`src/rtl/sem_cell_pkg.sv`:
```
package sem_cell_pkg;
    typedef enum logic [2:0] {
        VW_BYPASS    = 3'd0,
        VW_TAKE_WAIT = 3'd1,
        VW_TAKE_TRY  = 3'd2,
        VW_GIVE_WAIT = 3'd3,
        VW_GIVE_TRY  = 3'd4
    } view_e;

    typedef enum logic [1:0] {
        ST_CLEAR = 2'd0,
        ST_HELD  = 2'd1,
        ST_WAKE  = 2'd2
    } wait_state_e;
endpackage

```
`src/rtl/sem_view_decode.sv`:
```
module sem_view_decode
    import sem_cell_pkg::*;
(
    input  logic       rd_en,
    input  logic       wr_en,
    input  logic [2:0] view,
    input  logic       cnt_zero,
    output logic       take_dec,
    output logic       give_inc,
    output logic       block_req,
    output logic       rd_sel
);
    logic  acc_rd;
    logic  acc_wr;
    view_e vw;

    always_comb begin
        // A write wins when both strobes are high
        acc_rd    = rd_en & ~wr_en;
        acc_wr    = wr_en;
        vw        = view_e'(view);
        take_dec  = 1'b0;
        give_inc  = 1'b0;
        block_req = 1'b0;
        rd_sel    = 1'b0;
        case (vw)
            VW_BYPASS: begin
                rd_sel = acc_rd;
            end
            VW_TAKE_WAIT: begin
                rd_sel    = acc_rd;
                take_dec  = acc_rd & ~cnt_zero;
                block_req = acc_rd & cnt_zero;
            end
            VW_TAKE_TRY: begin
                rd_sel   = acc_rd;
                take_dec = acc_rd & ~cnt_zero;
            end
            VW_GIVE_WAIT, VW_GIVE_TRY: begin
                give_inc = acc_wr;
            end
            default: begin
                rd_sel = 1'b0;
            end
        endcase
    end
endmodule

```
`src/rtl/sem_count_reg.sv`:
```
module sem_count_reg #(
    parameter int CNT_W = 16
) (
    input  logic             clk,
    input  logic             rst_n,
    input  logic             inc,
    input  logic             dec,
    output logic [CNT_W-1:0] cnt
);
    localparam logic [CNT_W-1:0] CNT_MAX = {CNT_W{1'b1}};

    always_ff @(posedge clk) begin
        if (!rst_n) begin
            cnt <= '0;
        end else if (inc) begin
            if (cnt != CNT_MAX) cnt <= cnt + 1'b1;
        end else if (dec) begin
            cnt <= cnt - 1'b1;
        end
    end

    assert_sat_hold_R5: assert property (@(posedge clk) disable iff (!rst_n)
        (inc && cnt == CNT_MAX) |=> cnt == CNT_MAX);
    assert_take_lowers_R2: assert property (@(posedge clk) disable iff (!rst_n)
        (dec && !inc) |=> cnt == $past(cnt) - 1'b1);
    assert_idle_stable_R8: assert property (@(posedge clk) disable iff (!rst_n)
        (!inc && !dec) |=> $stable(cnt));
endmodule

```
`src/rtl/sem_waiter_fsm.sv`:
```
module sem_waiter_fsm
    import sem_cell_pkg::*;
#(
    parameter int N_REQ = 8,
    parameter int ID_W  = (N_REQ > 1) ? $clog2(N_REQ) : 1
) (
    input  logic             clk,
    input  logic             rst_n,
    input  logic             give,
    input  logic             block_req,
    input  logic [ID_W-1:0]  req_id,
    output logic [N_REQ-1:0] mask,
    output logic             wake
);
    wait_state_e      state_q, state_d;
    logic [N_REQ-1:0] mask_d;

    always_ff @(posedge clk) begin
        if (!rst_n) begin
            state_q <= ST_CLEAR;
            mask    <= '0;
        end else begin
            state_q <= state_d;
            mask    <= mask_d;
        end
    end

    always_comb begin
        state_d = state_q;
        mask_d  = mask;
        unique case (state_q)
            ST_CLEAR: begin
                if (block_req) begin
                    mask_d  = mask | (N_REQ'(1) << req_id);
                    state_d = ST_HELD;
                end
            end
            ST_HELD: begin
                if (give) begin
                    mask_d  = '0;
                    state_d = ST_WAKE;
                end else if (block_req) begin
                    mask_d = mask | (N_REQ'(1) << req_id);
                end
            end
            ST_WAKE: begin
                if (block_req) begin
                    mask_d  = mask | (N_REQ'(1) << req_id);
                    state_d = ST_HELD;
                end else begin
                    state_d = ST_CLEAR;
                end
            end
            default: begin
                state_d = ST_CLEAR;
                mask_d  = '0;
            end
        endcase
    end

    always_comb begin
        wake = (state_q == ST_WAKE);
    end

    assert_wake_empty_R6: assert property (@(posedge clk) disable iff (!rst_n)
        wake |-> mask == '0);
    assert_wake_single_R6: assert property (@(posedge clk) disable iff (!rst_n)
        wake |=> !wake);
    assert_give_releases_R6: assert property (@(posedge clk) disable iff (!rst_n)
        (give && mask != '0) |=> (wake && mask == '0));
endmodule

```
`src/rtl/sem_cell.sv`:
```
module sem_cell
    import sem_cell_pkg::*;
#(
    parameter int CNT_W = 16,
    parameter int N_REQ = 8,
    parameter int ID_W  = (N_REQ > 1) ? $clog2(N_REQ) : 1
) (
    input  logic             clk,
    input  logic             rst_n,
    input  logic [2:0]       view,
    input  logic             rd_en,
    input  logic             wr_en,
    input  logic [ID_W-1:0]  req_id,
    input  logic [CNT_W-1:0] wr_data,
    output logic [CNT_W-1:0] rd_data,
    output logic             stall,
    output logic [N_REQ-1:0] waiter_mask,
    output logic             wake
);
    logic [CNT_W-1:0] cnt;
    logic             take_dec;
    logic             give_inc;
    logic             block_req;
    logic             rd_sel;
    logic             unused_data;

    assign unused_data = ^wr_data;

    sem_view_decode u_dec (
        .rd_en     (rd_en),
        .wr_en     (wr_en),
        .view      (view),
        .cnt_zero  (cnt == '0),
        .take_dec  (take_dec),
        .give_inc  (give_inc),
        .block_req (block_req),
        .rd_sel    (rd_sel)
    );

    sem_count_reg #(.CNT_W(CNT_W)) u_cnt (
        .clk   (clk),
        .rst_n (rst_n),
        .inc   (give_inc),
        .dec   (take_dec),
        .cnt   (cnt)
    );

    sem_waiter_fsm #(.N_REQ(N_REQ), .ID_W(ID_W)) u_wait (
        .clk       (clk),
        .rst_n     (rst_n),
        .give      (give_inc),
        .block_req (block_req),
        .req_id    (req_id),
        .mask      (waiter_mask),
        .wake      (wake)
    );

    always_comb begin
        rd_data = rd_sel ? cnt : '0;
        stall   = block_req;
    end

    assert_stall_empty_R4: assert property (@(posedge clk) disable iff (!rst_n)
        stall |-> (rd_data == '0 && !wr_en));
    assert_block_records_R4: assert property (@(posedge clk) disable iff (!rst_n)
        stall |=> waiter_mask[$past(req_id)]);
    assert_both_no_read_R9: assert property (@(posedge clk) disable iff (!rst_n)
        (rd_en && wr_en) |-> (rd_data == '0 && !stall));
endmodule

```
`config.mk`:
```
export PLATFORM = sky130hd
export DESIGN_NAME = sem_cell
export DESIGN_NICKNAME = d
export VERILOG_FILES = /design/src/rtl/sem_cell_pkg.sv /design/src/rtl/sem_view_decode.sv /design/src/rtl/sem_count_reg.sv /design/src/rtl/sem_waiter_fsm.sv /design/src/rtl/sem_cell.sv
export SDC_FILE = /design/constraint.sdc
export NUM_CORES = 1
export LEC_CHECK = 0
export BUFFER_PORTS_ARGS = -buffer_cell sky130_fd_sc_hd__buf_2
export CAP_MARGIN = 5
export CORE_ASPECT_RATIO = 1.1
export CORE_MARGIN = 4
export CORE_UTILIZATION = 45
export CTS_CLUSTER_DIAMETER = 120
export DETAILED_ROUTE_END_ITERATION = 10
export PLACE_DENSITY_LB_ADDON = 0.08
export SYNTH_ARGS = -nofsm -noshare
export SYNTH_HDL_FRONTEND = slang
export SYNTH_HIERARCHICAL = 1
export SYNTH_SLANG_ARGS = --single-unit
```
`constraint.sdc`:
```
create_clock -name clk -period 7.5 [get_ports clk]
set_input_delay 1.5 -clock clk [delete_from_list [all_inputs] [get_ports clk]]
set_output_delay 1.5 -clock clk [all_outputs]
set_load 0.01 [all_outputs]
```
# Word level (Yosys, flattened, before mapping)
# Cells that the tools add are included.
[classes]
n_bitwise = 6
n_addsub = 2
eq_ne = 10
n_mux = 15
reduce_logical = 10
shifts = 1
[ops]
columns = ["op", "count"]
rows = [
  ["$mux W16", 4],
  ["$add A16 B1 Y16 const B", 1],
  ["$logic_not A16 Y1", 1],
  ["$mux W8", 2],
  ["$ne A16 B16 Y1 const B", 1],
  ["$pmux W8 S2", 1],
  ["$sub A16 B1 Y16 const B", 1],
  ["$or A8 B8 Y8", 1],
  ["$shl A1 B3 Y8 const A", 1],
  ["$eq A3 B2 Y1 const B", 2],
  ["$pmux W2 S3", 1],
  ["$reduce_or A2 Y1", 3],
  ["$mux W1", 5],
  ["$mux W2", 2],
  ["$ne A2 B2 Y1 const B", 2],
  ["$reduce_and A2 Y1", 2],
  ["$and A1 B1 Y1", 3],
  ["$eq A3 B1 Y1 const B", 1],
  ["$eq A3 B3 Y1 const B", 1],
  ["$logic_not A3 Y1", 1],
  ["$reduce_or A3 Y1", 1],
  ["$eq A2 B1 Y1 const B", 1],
  ["$eq A2 B2 Y1 const B", 1],
  ["$logic_not A2 Y1", 1],
  ["3 further kinds", 4],
]
[word_totals]
wordCells = 47
input_bits = 26
out_inout_bits = 26
regBits = 26

# Depth between registers and ports, before layout
[logic_depth]
word_depth = 7
mapped_depth = 11
ltp_nobuf = 10

# Hierarchy
# The synthesis kept the hierarchy.
[modules_own_cells]
columns = ["mod", "n_inst", "area_per_inst_um2", "cells_per_inst"]
rows = [
  ["sem_count_reg", 1, 1340.0, 166],
  ["sem_waiter_fsm", 1, 401.6, 36],
  ["sem_cell", 1, 140.1, 22],
  ["sem_view_decode", 1, 68.8, 9],
]

# Worst setup path after synthesis
# Ideal clock, no wire load.
[synth_path]
kind = "in2reg"
from = "in wr_en"
to = "reg u_cnt.cnt[15]"
path_buffers = 1
required_ps = 7366
arrival_time_ps = 4460
path_stages = 11
setup_time_ps = 134
slack_ps = 2906
cell_sequence = "nand2_1 o31ai_1 inv_1 ha_1 buf_2 a21oi_1 o21a_1 o21a_1 a311o_1 a21boi_0 or4_1"
[synth_via]
elab_cells_between_ends = 9
[synth_rtl]
columns = ["item", "line_no", "text"]
rows = [
  ["start: declaration", "sem_cell.sv:12", "input logic wr_en,"],
  ["$mux W1 *", "sem_view_decode.sv:26", "case (vw)"],
  ["net give_inc", "sem_cell.sv:22", "logic give_inc;"],
  ["$ne A2 B1 Y1 (no line) or $reduce_bool A2 Y1 (tied branches)", "n/a", ""],
  ["$reduce_and A2 Y1 (no line)", "n/a", ""],
  ["end signal: assignment", "sem_count_reg.sv:16", "if (cnt != CNT_MAX) cnt <= cnt + 1'b1;"],
  ["end signal: assignment", "sem_count_reg.sv:18", "cnt <= cnt - 1'b1;"],
  ["end: declaration", "sem_count_reg.sv:8", "output logic [CNT_W-1:0] cnt"],
]
# Mark *: on every way through the listed nets, which the timed path passes. The rest lies on a longest branch.
# A chain may end at the register's enable or synchronous reset.

# Worst setup path in the final report
[layout_path]
from = "in view[2]"
to = "out rd_data[10]"
[layout_via]
elab_chain_cells = 4
elab_cells_between_ends = 6
[layout_rtl]
columns = ["item", "line_no", "text"]
rows = [
  ["start: declaration", "sem_cell.sv:10", "input logic [2:0] view,"],
  ["$eq A3 B1 Y1, or another cell as far along", "sem_view_decode.sv:26", ""],
  ["$reduce_or A3 Y1 (no line) *", "n/a", ""],
  ["$mux W1 *", "sem_view_decode.sv:26", ""],
  ["net rd_sel", "sem_cell.sv:24", "logic rd_sel;"],
  ["$mux W16 *", "sem_cell.sv:59", "rd_data = rd_sel ? cnt : '0;"],
  ["end: declaration", "sem_cell.sv:15", "output logic [CNT_W-1:0] rd_data,"],
]
# Marks and branches as above.

==> reports/results.txt <==
TritonCTS clock tree = yes
Mux contribution to synthesized area = 2.63%
Area share of fa/ha/maj cells after synthesis = 10.0%
Number of antenna violations at the first check in global routing = 0
Synth Area in XOR/XNOR = 3.59%
Post-Synthesis Net Count = 274
CTS Sinks = 26
Time the final worst path needs with I/O delays and setup = 4.66 ns
Status = complete, no violations
Yosys warns = 6
Cell chain of the critical path = buf_2 -> or3b_4 -> a21oi_1 -> and2_2 -> buf_2
Most instantiated flip-flop cell in the synthesis netlist = sky130_fd_sc_hd__dfxtp_1
Power share of the clock group = 24.2%
I/O Pins = 52
Share of the cycle needed by the critical path after routing = 62.1%
Standard cell core area = 4080 µm²
Mapped Area = 1950 µm²
Total grt overflow = 0
# hold bufs at CTS = 0
Resize count post-CTS = 0
Top library cells by usage in the layout, fill and taps aside = 35 x sky130_fd_sc_hd__buf_2, 26 x sky130_fd_sc_hd__dfxtp_1, 15 x sky130_fd_sc_hd__and2_1, 15 x sky130_fd_sc_hd__nor2_1
Crit path max-delay cell type = sky130_fd_sc_hd__a21oi_1
Type of destination of the critical path = output pin
Timing-limited maximum frequency = 215 MHz
Post-synthesis register bit count = 26
Share of power burned in combinational logic = 41.6%
Largest family of logic cells by synthesized area = simple AND/OR/NAND/NOR gates
Clock Skews = 0.00401 ns
Number of standard cells after synthesis = 233
Largest net degree at the start of global routing = 30
Count of flip-flops with a built-in enable after synthesis = 0
RSZ-0062 raised after global routing = false
Skew-Pair Late Insertion Delay = 0.28 ns
Worst ir drop on vdd = 0.114 mV
Switching power as a share of total power = 37.2%
Number of post-CTS setup repair buffers = 0
Number of nets in the layout = 308
Worst Setup Slack, final = 2.84 ns
Highest fanout seen on the critical path = 16
Fill cell instance count of the final layout = 403
Weighted congestion reported at the end of routability-driven placement = 0.794
Post-Route Setup TNS = 0 ns
H-tree depth reported by CTS = 1
DRT iter0 DRCs = 84
Antenna violation net count after detailed routing = 0
Synthesized area per cell = 8.37 µm²
Drt drc = 0
Clock buffer count from CTS = 3
Via count of the first global-routing pass = 1682
Clock tree buffer depth = 2
Most common cell after layout, fill and taps aside = sky130_fd_sc_hd__buf_2
CP most frequent cell = sky130_fd_sc_hd__buf_2
Total GRT Usage = 17.4%
Number of search-and-repair iterations in the first detailed-routing pass = 4
Type of origin of the critical path = input port
Switching pwr = 0.190 mW
Seq pwr share = 34.2%
Maximum cell stage delay along the critical path = 0.73 ns
Number of setup violations in the final report = 0
Count of distinct cell types in the synthesized netlist = 56
Type of the worst min-delay path = reg -> reg
Number of rows in the core area = 24
Die area = 5450 µm²
HPWL after DPL = 3.38 mm
Cell-internal power = 0.321 mW
Power density of the placed cells = 227 nW/µm²
Actual slew at the worst max-slew pin = 0.933 ns
Final cell count without fillers = 318
Fraction of final layout cells with drive strength greater than 1 = 19.5%
Effective utilization at floorplan = 47.8%
Headroom to the max-slew limit = 37.8%
Arrival time of data at the critical path endpoint = 3.16 ns
Die Width = 70.8 µm
Portion of the post-synthesis area used by sequential elements = 26.7%
Wire length per cell after detailed routing = 15.0 µm
Final hold vios = 0
Worst slack at placement = 2.82 ns
Input/output buffers = 35
Vias post-DR = 1846
Via count normalized by instance count = 5.81
Required time of the worst setup path = 6.00 ns
Slew Limit Fails = 0
Number of cells after detailed placement = 314
Number of diodes = 0
Wire length of the first global-routing pass = 7.94 mm
Worst Setup Path Type = in -> out
Post-synthesis async set-or-reset flop share = 0%
Y dimension of the die = 77.1 µm
Area overhead of the layout relative to synthesis = 15.3%
Static Leak = 1.00 nW
WL final = 4.76 mm
Simple-Gate Fraction of Synth Area = 27.6%
Cell at the root of the clock tree = sky130_fd_sc_hd__clkbuf_8
Post-synthesis compound-gate area fraction = 25.6%
Max Cap Violations = 0
CTS clk-pin slew, worst paths = 0.10 ns
## synthesized netlist by cell type, types with 3 or more instances
cell type | n | share of area, %
sky130_fd_sc_hd__a211oi_1 | 6 | 2.3
sky130_fd_sc_hd__a21o_1 | 5 | 1.9
sky130_fd_sc_hd__a21oi_1 | 14 | 3.6
sky130_fd_sc_hd__a311o_1 | 4 | 2.1
sky130_fd_sc_hd__a31oi_1 | 4 | 1.3
sky130_fd_sc_hd__and2_1 | 15 | 4.8
sky130_fd_sc_hd__and3_1 | 3 | 0.96
sky130_fd_sc_hd__and4bb_2 | 3 | 1.9
sky130_fd_sc_hd__buf_2 | 3 | 0.77
sky130_fd_sc_hd__dfxtp_1 | 26 | 27
sky130_fd_sc_hd__ha_1 | 14 | 9.0
sky130_fd_sc_hd__inv_1 | 10 | 1.9
sky130_fd_sc_hd__mux2i_1 | 4 | 2.1
sky130_fd_sc_hd__nand2_1 | 13 | 2.5
sky130_fd_sc_hd__nand3_1 | 7 | 1.8
sky130_fd_sc_hd__nand3b_1 | 4 | 1.5
sky130_fd_sc_hd__nand4_1 | 5 | 1.6
sky130_fd_sc_hd__nand4b_1 | 4 | 1.8
sky130_fd_sc_hd__nor2_1 | 15 | 2.9
sky130_fd_sc_hd__nor2b_1 | 3 | 0.96
sky130_fd_sc_hd__nor3_1 | 3 | 0.77
sky130_fd_sc_hd__nor4_1 | 5 | 1.6
sky130_fd_sc_hd__o211a_1 | 4 | 2.1
sky130_fd_sc_hd__o21a_1 | 6 | 2.3
sky130_fd_sc_hd__o21ai_0 | 6 | 1.5
sky130_fd_sc_hd__o221ai_1 | 3 | 1.3
sky130_fd_sc_hd__xnor2_1 | 7 | 3.1
## worst max-delay path, delay by kind of cell
family,cells,cell delay [ns]
AO/OA/AOI/OAI,1,0.73
buffers and inverters,2,0.23
AND/OR/NAND/NOR,2,0.69
## flip-flops by register name, indices dropped and copies added (netlist names)
name	cells
u_cnt/cnt	16
u_wait/mask	8
u_wait/state_q	2
## path summary, 6_finish.rpt
| kind | from | endpoint | slack, ns | cells after the start |
|---|---|---|---|---|
| max | view[2] | rd_data[10] | 2.84 | 5 |
| min | u_wait/mask[5] | u_wait/mask[5] | 0.46 | 2 |
| max reg2reg | u_cnt/cnt[0] | u_cnt/cnt[14] | 4.99 | 8 |
| min reg2reg | u_wait/mask[5] | u_wait/mask[5] | 0.46 | 2 |
## layer usage
metal,vias to the layer above,GRT usage (%),part of all wire (%)
met4,0,4.70,1.0
met3,5,2.61,3.0
met2,34,27.5,44
met1,856,24.6,52
li1,951,-,-
met5,-,0,0
## logic make-up (layout without fill, tap and decap cells)
kind of cell,count (synthesis),count (layout)
simple gates,90,90
compound gates,70,70
xor+xnor,8,8
fa+ha+maj,15,15
mux,5,5
flops,26,26
buf+inv,19,52
## power by group through the flow
stage	Clock, mW	Combinational (mW)	Sequential, mW
CTS	0.125	0.211	0.175
global route	0.132	0.238	0.178
global placement	0	0.208	0.178
floorplan	0	0.173	0.169
detailed placement	0	0.209	0.178
finish	0.124	0.212	0.175
## cell type report
class	instances	area (µm²)	share of cell area, %
Multi-Input combinational cell	188	1360	60.5
Sequential cell	26	520	23.1
Timing Repair Buffer	37	190	8.45
Tap cell	52	65.1	2.89
Clock buffer	3	41.3	1.84
Inverter	11	41.3	1.84
Clock inverter	1	30.0	1.33
## per-stage QoR
step | instance area (µm²) | power [mW] | hold slack (ns) | utilization, %
after global placement | 2180 | 0.386 | 0.447 | 53.3
after global routing | 2250 | 0.548 | 0.491 | 55.1
final | 2250 | 0.511 | 0.464 | 55.1
after CTS | 2250 | 0.512 | 0.466 | 55.1
after detailed placement | 2180 | 0.388 | 0.450 | 53.3
after floorplan | 1950 | 0.342 | 0.474 | -
Power figures use the tool's default switching activity.
